File: config.mk
export PLATFORM = sky130hd
export DESIGN_NAME = pixelPhaseRecover
export DESIGN_NICKNAME = d
export VERILOG_FILES = /design/src/rtl/pprPkg.sv /design/src/rtl/pprDatapath.sv /design/src/rtl/pprControl.sv /design/src/rtl/pixelPhaseRecover.sv
export SDC_FILE = /design/constraint.sdc
export NUM_CORES = 1
export LEC_CHECK = 0
export ABC_AREA = 0
export BUFFER_PORTS_ARGS = -buffer_cell sky130_fd_sc_hd__buf_4
export CAP_MARGIN = 20
export CORE_UTILIZATION = 49
export DETAILED_ROUTE_END_ITERATION = 10
export PLACE_DENSITY = 0.69
export SYNTH_ARGS = -nofsm -noshare
export SYNTH_HDL_FRONTEND = slang
export SYNTH_SLANG_ARGS = --single-unit
export TNS_END_PERCENT = 5
File: constraint.sdc
create_clock -name clk -period 5 [get_ports clk]
set_input_delay 0 -clock clk [delete_from_list [all_inputs] [get_ports clk]]
set_output_delay 0 -clock clk [all_outputs]
set_load 0.01 [all_outputs]
File: src/rtl/pprPkg.sv
package pprPkg;
  // Strobes from control to datapath
  typedef struct packed {
    logic clrCnt;   // clear all transition counters this edge
    logic outEn;    // resample pixels on the chosen phase
  } pprStrobe_t;

  typedef enum logic [1:0] {
    ST_ACQ  = 2'd0,
    ST_FINE = 2'd1,
    ST_LOCK = 2'd2
  } pprState_t;
endpackage

File: src/rtl/pprDatapath.sv
module pprDatapath
  import pprPkg::*;
#(
  parameter int DATA_W    = 12,
  parameter int PHASES    = 4,
  parameter int CNT_W     = 12,
  parameter int ACQ_TOTAL = 4096,
  localparam int PH_W     = $clog2(PHASES),
  localparam int TOT_W    = $clog2(ACQ_TOTAL + 1)
) (
  input  logic                          clk,
  input  logic                          rst,
  input  logic [DATA_W-1:0]             pixIn,
  input  pprStrobe_t                    strb,
  input  logic [PH_W-1:0]               samplePh,
  output logic [PHASES-1:0][CNT_W-1:0]  cntAll,
  output logic                          winDone,
  output logic [DATA_W-1:0]             pixOut,
  output logic                          pixValid
);

  localparam logic [TOT_W-1:0] TOT_LIM = TOT_W'(ACQ_TOTAL);
  localparam logic [CNT_W-1:0] CNT_MAX = {CNT_W{1'b1}};
  localparam logic [PH_W-1:0]  PH_LAST = PH_W'(PHASES - 1);

  logic [PH_W-1:0]   phaseCnt;
  logic [DATA_W-1:0] prevPix;
  logic              trans;
  logic              countEn;
  logic [TOT_W-1:0]  totCnt;
  logic [CNT_W-1:0]  cntR [PHASES];
  logic [PHASES-1:0] hit;

  // Local pixel-rate divider: labels each edge with a sub-pixel phase
  always_ff @(posedge clk) begin
    if (rst)                   phaseCnt <= '0;
    else if (phaseCnt == PH_LAST) phaseCnt <= '0;
    else                       phaseCnt <= phaseCnt + 1'b1;
  end

  // Transition detector over every colour bit
  always_ff @(posedge clk) begin
    if (rst) prevPix <= '0;
    else     prevPix <= pixIn;
  end

  assign trans   = |(pixIn ^ prevPix);
  assign winDone = (totCnt == TOT_LIM);
  assign countEn = trans && !winDone;

  genvar g;
  generate
    for (g = 0; g < PHASES; g++) begin : g_hit
      assign hit[g]    = countEn && (phaseCnt == PH_W'(g));
      assign cntAll[g] = cntR[g];
    end
  endgenerate

  // Per-phase saturating transition counters
  always_ff @(posedge clk) begin
    for (int i = 0; i < PHASES; i++) begin
      if (rst || strb.clrCnt)             cntR[i] <= '0;
      else if (hit[i] && cntR[i] != CNT_MAX) cntR[i] <= cntR[i] + 1'b1;
    end
  end

  // Window length counter
  always_ff @(posedge clk) begin
    if (rst || strb.clrCnt) totCnt <= '0;
    else if (countEn)       totCnt <= totCnt + 1'b1;
  end

  // Output resampling register
  always_ff @(posedge clk) begin
    if (rst) begin
      pixOut   <= '0;
      pixValid <= 1'b0;
    end else begin
      pixValid <= strb.outEn && (phaseCnt == samplePh);
      if (strb.outEn && (phaseCnt == samplePh)) pixOut <= pixIn;
    end
  end

  AST_TOTAL_BOUND: assert property (@(posedge clk) disable iff (rst)
    totCnt <= TOT_LIM);
  AST_VALID_ON_PHASE: assert property (@(posedge clk) disable iff (rst)
    pixValid |-> ($past(phaseCnt) == $past(samplePh)));
  AST_CLEAR_WINDOW: assert property (@(posedge clk) disable iff (rst)
    strb.clrCnt |=> (totCnt == '0));
  AST_CNT_SATURATE: assert property (@(posedge clk) disable iff (rst)
    (cntR[0] == CNT_MAX && !strb.clrCnt) |=> (cntR[0] == CNT_MAX));

endmodule

File: src/rtl/pprControl.sv
module pprControl
  import pprPkg::*;
#(
  parameter int PHASES = 4,
  parameter int CNT_W  = 12,
  parameter int CODE_W = 7,
  localparam int PH_W  = $clog2(PHASES),
  localparam int HALF  = PHASES / 2
) (
  input  logic                          clk,
  input  logic                          rst,
  input  logic                          relock,
  input  logic [PHASES-1:0][CNT_W-1:0]  cntAll,
  input  logic                          winDone,
  output pprStrobe_t                    strb,
  output logic [PH_W-1:0]               samplePh,
  output logic [CODE_W-1:0]             delayCode,
  output logic                          locked
);

  localparam logic [CODE_W-1:0] CODE_MID = CODE_W'(1 << (CODE_W - 1));
  localparam logic [CODE_W-1:0] CODE_TOP = {CODE_W{1'b1}};

  pprState_t         state;
  logic              lastUp;
  logic              lastValid;
  logic [CNT_W-1:0]  best;
  logic [PH_W-1:0]   bestIdx;
  logic [PH_W-1:0]   pick;
  logic [CNT_W-1:0]  earlyCnt;
  logic [CNT_W-1:0]  lateCnt;
  logic              wantUp;
  int                pickI;
  int                earlyI;
  int                lateI;

  // Busiest phase, lowest index on ties
  always_comb begin
    best    = cntAll[0];
    bestIdx = '0;
    for (int i = 1; i < PHASES; i++) begin
      if (cntAll[i] > best) begin
        best    = cntAll[i];
        bestIdx = PH_W'(i);
      end
    end
    pickI = int'(bestIdx) + HALF;
    if (pickI >= PHASES) pickI = pickI - PHASES;
    pick = PH_W'(pickI);
  end

  // Neighbour phases around the chosen sampling phase
  always_comb begin
    earlyI = int'(samplePh) - 1;
    if (earlyI < 0) earlyI = earlyI + PHASES;
    lateI = int'(samplePh) + 1;
    if (lateI >= PHASES) lateI = lateI - PHASES;
    earlyCnt = cntAll[earlyI];
    lateCnt  = cntAll[lateI];
    wantUp   = (earlyCnt > lateCnt);
  end

  always_comb begin
    strb.clrCnt = relock || (winDone && state != ST_LOCK);
    strb.outEn  = (state == ST_LOCK) && !relock;
  end

  assign locked = (state == ST_LOCK);

  always_ff @(posedge clk) begin
    if (rst || relock) begin
      state     <= ST_ACQ;
      samplePh  <= '0;
      delayCode <= CODE_MID;
      lastUp    <= 1'b0;
      lastValid <= 1'b0;
    end else begin
      case (state)
        ST_ACQ: begin
          if (winDone) begin
            samplePh <= pick;
            state    <= ST_FINE;
          end
        end
        ST_FINE: begin
          if (winDone) begin
            if (earlyCnt == lateCnt)                 state <= ST_LOCK;
            else if (lastValid && lastUp != wantUp)  state <= ST_LOCK;
            else if (wantUp && delayCode == CODE_TOP) state <= ST_LOCK;
            else if (!wantUp && delayCode == '0)     state <= ST_LOCK;
            else begin
              delayCode <= wantUp ? delayCode + 1'b1 : delayCode - 1'b1;
              lastUp    <= wantUp;
              lastValid <= 1'b1;
            end
          end
        end
        default: state <= ST_LOCK;
      endcase
    end
  end

  AST_CODE_STEP: assert property (@(posedge clk) disable iff (rst)
    !relock |=> (delayCode == $past(delayCode) ||
                 delayCode == $past(delayCode) + 1'b1 ||
                 delayCode == $past(delayCode) - 1'b1));
  AST_ACQ_MID: assert property (@(posedge clk) disable iff (rst)
    (state == ST_ACQ) |-> (delayCode == CODE_MID));
  AST_LOCK_HOLD: assert property (@(posedge clk) disable iff (rst)
    (locked && !relock) |=> (locked && $stable(delayCode) && $stable(samplePh)));
  AST_RELOCK_CLEAR: assert property (@(posedge clk) disable iff (rst)
    relock |=> (!locked && delayCode == CODE_MID && samplePh == '0));

endmodule

File: src/rtl/pixelPhaseRecover.sv
module pixelPhaseRecover
  import pprPkg::*;
#(
  parameter int DATA_W    = 12,
  parameter int PHASES    = 4,
  parameter int CNT_W     = 12,
  parameter int ACQ_TOTAL = 4096,
  parameter int CODE_W    = 7
) (
  input  logic                       clk,
  input  logic                       rst,
  input  logic                       relock,
  input  logic [DATA_W-1:0]          pixIn,
  output logic [DATA_W-1:0]          pixOut,
  output logic                       pixValid,
  output logic                       locked,
  output logic [CODE_W-1:0]          delayCode,
  output logic [$clog2(PHASES)-1:0]  samplePhase
);

  pprStrobe_t                   strb;
  logic [PHASES-1:0][CNT_W-1:0] cntAll;
  logic                         winDone;

  pprDatapath #(
    .DATA_W(DATA_W), .PHASES(PHASES), .CNT_W(CNT_W), .ACQ_TOTAL(ACQ_TOTAL)
  ) u_dp (
    .clk(clk), .rst(rst), .pixIn(pixIn), .strb(strb), .samplePh(samplePhase),
    .cntAll(cntAll), .winDone(winDone), .pixOut(pixOut), .pixValid(pixValid)
  );

  pprControl #(
    .PHASES(PHASES), .CNT_W(CNT_W), .CODE_W(CODE_W)
  ) u_ctl (
    .clk(clk), .rst(rst), .relock(relock), .cntAll(cntAll), .winDone(winDone),
    .strb(strb), .samplePh(samplePhase), .delayCode(delayCode), .locked(locked)
  );

  AST_UNLOCKED_QUIET: assert property (@(posedge clk) disable iff (rst)
    pixValid |-> $past(locked));

endmodule

==> flow_summary_export.csv <==
group,metric,value,unit
finish,nets,865,
worst_setup_path,worstPathCellList,"ha_1 > nand4_1 > or2_2 > a31oi_1 > buf_4 > mux2_2 > inv_1 > ha_1 > nor2b_1 > o21a_1 > o21a_1 > o21ai_1 > a31oi_4 > buf_4 > mux2i_1 > ha_1 > a21o_1 > a21o_1 > a21oi_1 > o211ai_1 > a21oi_1 > a21oi_1",
timing,max_slew_margin,0.4399,
worst_setup_path,worstSetupStartpoint,"u_dp.cntR[1][11]",
floorplan,die_area,0.01481,mm^2
worst_setup_path,r2r_slack,0.12,ns
placement,port_buffers,37,
cts,clockRootBuffer,"clkbuf_16",
detailed_routing,dr.pass1.iters,5,
cts,path_clk_slew,0.08,ns
logic_synthesis,synth-edff-count,48,
detailed_routing,wl,16660,um
cts,tritoncts,"done",
detailed_routing,top_layer,"met4",
worst_setup_path,cp-start-kind,"flop",
logic_synthesis,ys_seq_elements,101,
worst_setup_path,reg2reg_from,"u_dp.cntR[1][11]",
detailed_routing,vias_per_cell,5.743,
timing,setup_viol,0,
timing,tns,0,ns
logic_synthesis,netlist_top_cells_area,"edfxtp_1, dfxtp_1, ha_1",
worst_setup_path,cp.arrival,5.13,ns
grt,grt_antenna_before_repair,0,
cts,cts_buffer_depth,2,
finish,layout_commonest_cell,"nor2_1",
floorplan,fp.dieH,121.7,um
cts,numCtsBuffers,9,
timing,slew_violations,0,
worst_setup_path,crit_end,"u_ctl.samplePh[0]",
cts,worstSkewPairLatency,0.37,ns
floorplan,ioPinCount,38,
detailed_routing,route.detailed.drc,0,
finish,layout-drive-gt1-share,0.1707,
floorplan,core_area,0.01393,mm^2
logic_synthesis,synth_cells,711,
worst_setup_path,critPathMaxFanout,10,
logic_synthesis,yosysUniqueCellTypes,50,
detailed_routing,vias,5576,
placement,post-dp-hpwl,12450,um
finish,n_fill_cell,1131,
logic_synthesis,synth-seq-area-share,0.3565,
logic_synthesis,syn-cell-area,0.007019,mm^2
timing,fin_crit,4.877,ns
grt,grt_pass1_vias,5463,
detailed_routing,final_antenna_net_count,0,
worst_setup_path,rr_endpoint,"u_ctl.samplePh[0]",
logic_synthesis,synth-main-ff-cell,"dfxtp_1",
power,ir_drop,0.1902,mV
timing,clock_skew,0.01111,ns
logic_synthesis,async_flop_share,0,
logic_synthesis,synth_top_area_frac,0.2053,
grt,grt_pass1_wl,27080,um
worst_setup_path,end_kind,"flop",
worst_setup_path,reg2regPathDepth,22,
hold_path,hold_path.class,"in2reg",
hold_path,holdPathStages,3,
logic_synthesis,synth.net_count,790,
floorplan,row_count,43,
detailed_routing,wl_met3,773,um
logic_synthesis,yosysTopAreaCell,"edfxtp_1",
timing,finalCritPeriodShare,0.9754,
finish,final_cell_mix,"nor2_1, buf_4, ha_1",
cts,clock_sinks,101,
floorplan,start_util,0.5037,
cts,htreeDepth,3,
detailed_routing,dr.first_iter.drc_count,380,
grt,grtUsageTotal,0.2367,
timing,clock.fmax,0.2050,GHz
placement,gp_congestion,0.9098,
detailed_routing,drt-met1-wl,7365,um
power,p_leak,3.421,nW
worst_setup_path,worstPathRequired,5.26,ns
worst_setup_path,slowest_delay,0.53,ns
worst_setup_path,setup.worst_path.class,"reg2reg",
worst_setup_path,critPathSlowestCell,"edfxtp_1",
grt,grt_max_degree,30,
timing,finalHoldViolations,0,
power,power-per-cell-area,275.9,mW/mm^2
detailed_routing,avgRoutedWirePerCell,17.16,um
logic_synthesis,syn_area_per_cell,9.872,um^2
floorplan,die_w,121.7,um
grt,grt_remaining_overflow,0,
logic_synthesis,synth-warning-count,0,
finish,layout-area-overhead-vs-synth,16.74,%
run_status,status,"complete, no violations",
finish,fin_util,0.5880,
detailed_routing,met2_length,8018,um
finish,final_cells,971,
flow_run,cap_violations,0,
placement,dp_cells,931,
finish,insertedDiodeCount,0,
timing,worst_pin_slew,0.8378,ns
how the worst min path moves through the flow:
stage / from / to / slack [ns]
final: pixIn[11] / u_dp.prevPix[11] / 0.43
after floorplan: pixIn[0] / u_dp.prevPix[0] / 0.13
after CTS: pixIn[11] / u_dp.prevPix[11] / 0.42
after global routing: pixIn[11] / u_dp.prevPix[11] / 0.44
after global placement: pixIn[3] / u_dp.prevPix[3] / 0.24
after detailed placement: pixIn[3] / u_dp.prevPix[3] / 0.25
synthesized netlist by cell type, types with 2 or more instances:
cell type and n:
nor3_1 9, and4_1 5, nand2b_1 5, nand4_1 22
and2_1 4, mux2i_1 33, clkbuf_1 18, nand2_1 28
xor2_1 43, a31oi_1 3, or3_1 2, and3_1 15
o211ai_1 2, or2_2 6, a21o_1 14, dfxtp_1 53
nand3_1 27, a21boi_0 2, o21ai_0 16, inv_1 55
xnor2_1 24, mux2_2 13, mux4_2 24, edfxtp_1 48
buf_1 4, nor4_1 6, a21oi_1 20, nor4b_4 2
nor2_1 100, o21a_1 9, nor2b_1 18, ha_1 63
timing repair:
item                                    in CTS  in global routing
buffers inserted                             0                  5
endpoints found under the setup margin       0                  2
endpoints found under the hold margin       26                  0
hold buffers                                19                  0
gates resized for setup                      0                  3
final cells by class:
type,instances,area (um^2),area share
inverter,55,206.4,0.02519
clock buffer,10,250.2,0.03054
timing repair buffer,87,704.4,0.08597
tap,180,225.2,0.02749
multi-input combinational,532,4238,0.5172
sequential,101,2502,0.3054
clock inverter,6,67.56,0.008246
where the power goes:
part | switching, mW | total, mW | leakage, nW | internal [mW]
sequential | 0.0516 | 0.955 | 0.977 | 0.904
combinational | 0.287 | 0.557 | 2.29 | 0.270
clock | 0.362 | 0.748 | 0.157 | 0.386
total | 0.700 | 2.26 | 3.42 | 1.56
flip-flops by register name (all words and copies together) (netlist names):
| name | cells |
|---|---|
| u_dp.pixValid | 1 |
| u_ctl.lastValid | 1 |
| u_dp.cntR | 48 |
| u_dp.totCnt | 13 |
| u_dp.phaseCnt | 2 |
| u_dp.pixOut | 12 |
| u_ctl.lastUp | 1 |
| u_ctl.samplePh | 2 |
| u_ctl.state | 2 |
| u_dp.prevPix | 12 |
| u_ctl.delayCode | 7 |
layer usage:
metal | vias up | global-route usage
li1 | 2673 | -
met4 | 0 | 0.1019
met3 | 36 | 0.04775
met1 | 2712 | 0.2941
met5 | - | 0
met2 | 155 | 0.3977
cell families (layout without fill, tap and decap cells):
logic type      after synthesis  count (layout)  synth area share
simple gates                256             256            0.1881
flops                       101             101            0.3565
buf+inv                      78             158           0.04189
compound gates               75              75           0.06988
mux                          70              70            0.1449
xor+xnor                     67              67           0.08360
fa+ha+maj                    64              64            0.1152
through the flow:
| step | total power [mW] | worst slack (ns) | instance area [um^2] | hold slack, ns |
|---|---|---|---|---|
| finish | 2.261 | 0.1230 | 8194 | 0.4257 |
| global route | 2.367 | -0.002300 | 8194 | 0.4377 |
| CTS | 2.258 | 0.09612 | 8144 | 0.4247 |
| detailed placement | 1.495 | 0.1049 | 7636 | 0.2460 |
| global placement | 1.467 | 0.2939 | 7636 | 0.2383 |
| floorplan | 1.333 | 0.01595 | 7020 | 0.1282 |
critical path, delay by kind of cell (launching register included):
kind / cells / cell delay [ns]
AO/OA/AOI/OAI: 11 / 1.72
adder cells (fa/ha/maj): 3 / 0.87
buffers and inverters: 3 / 0.46
flip-flops: 1 / 0.53
multiplexers: 2 / 0.55
AND/OR/NAND/NOR: 3 / 0.63
(Power assumes the default switching activity.)
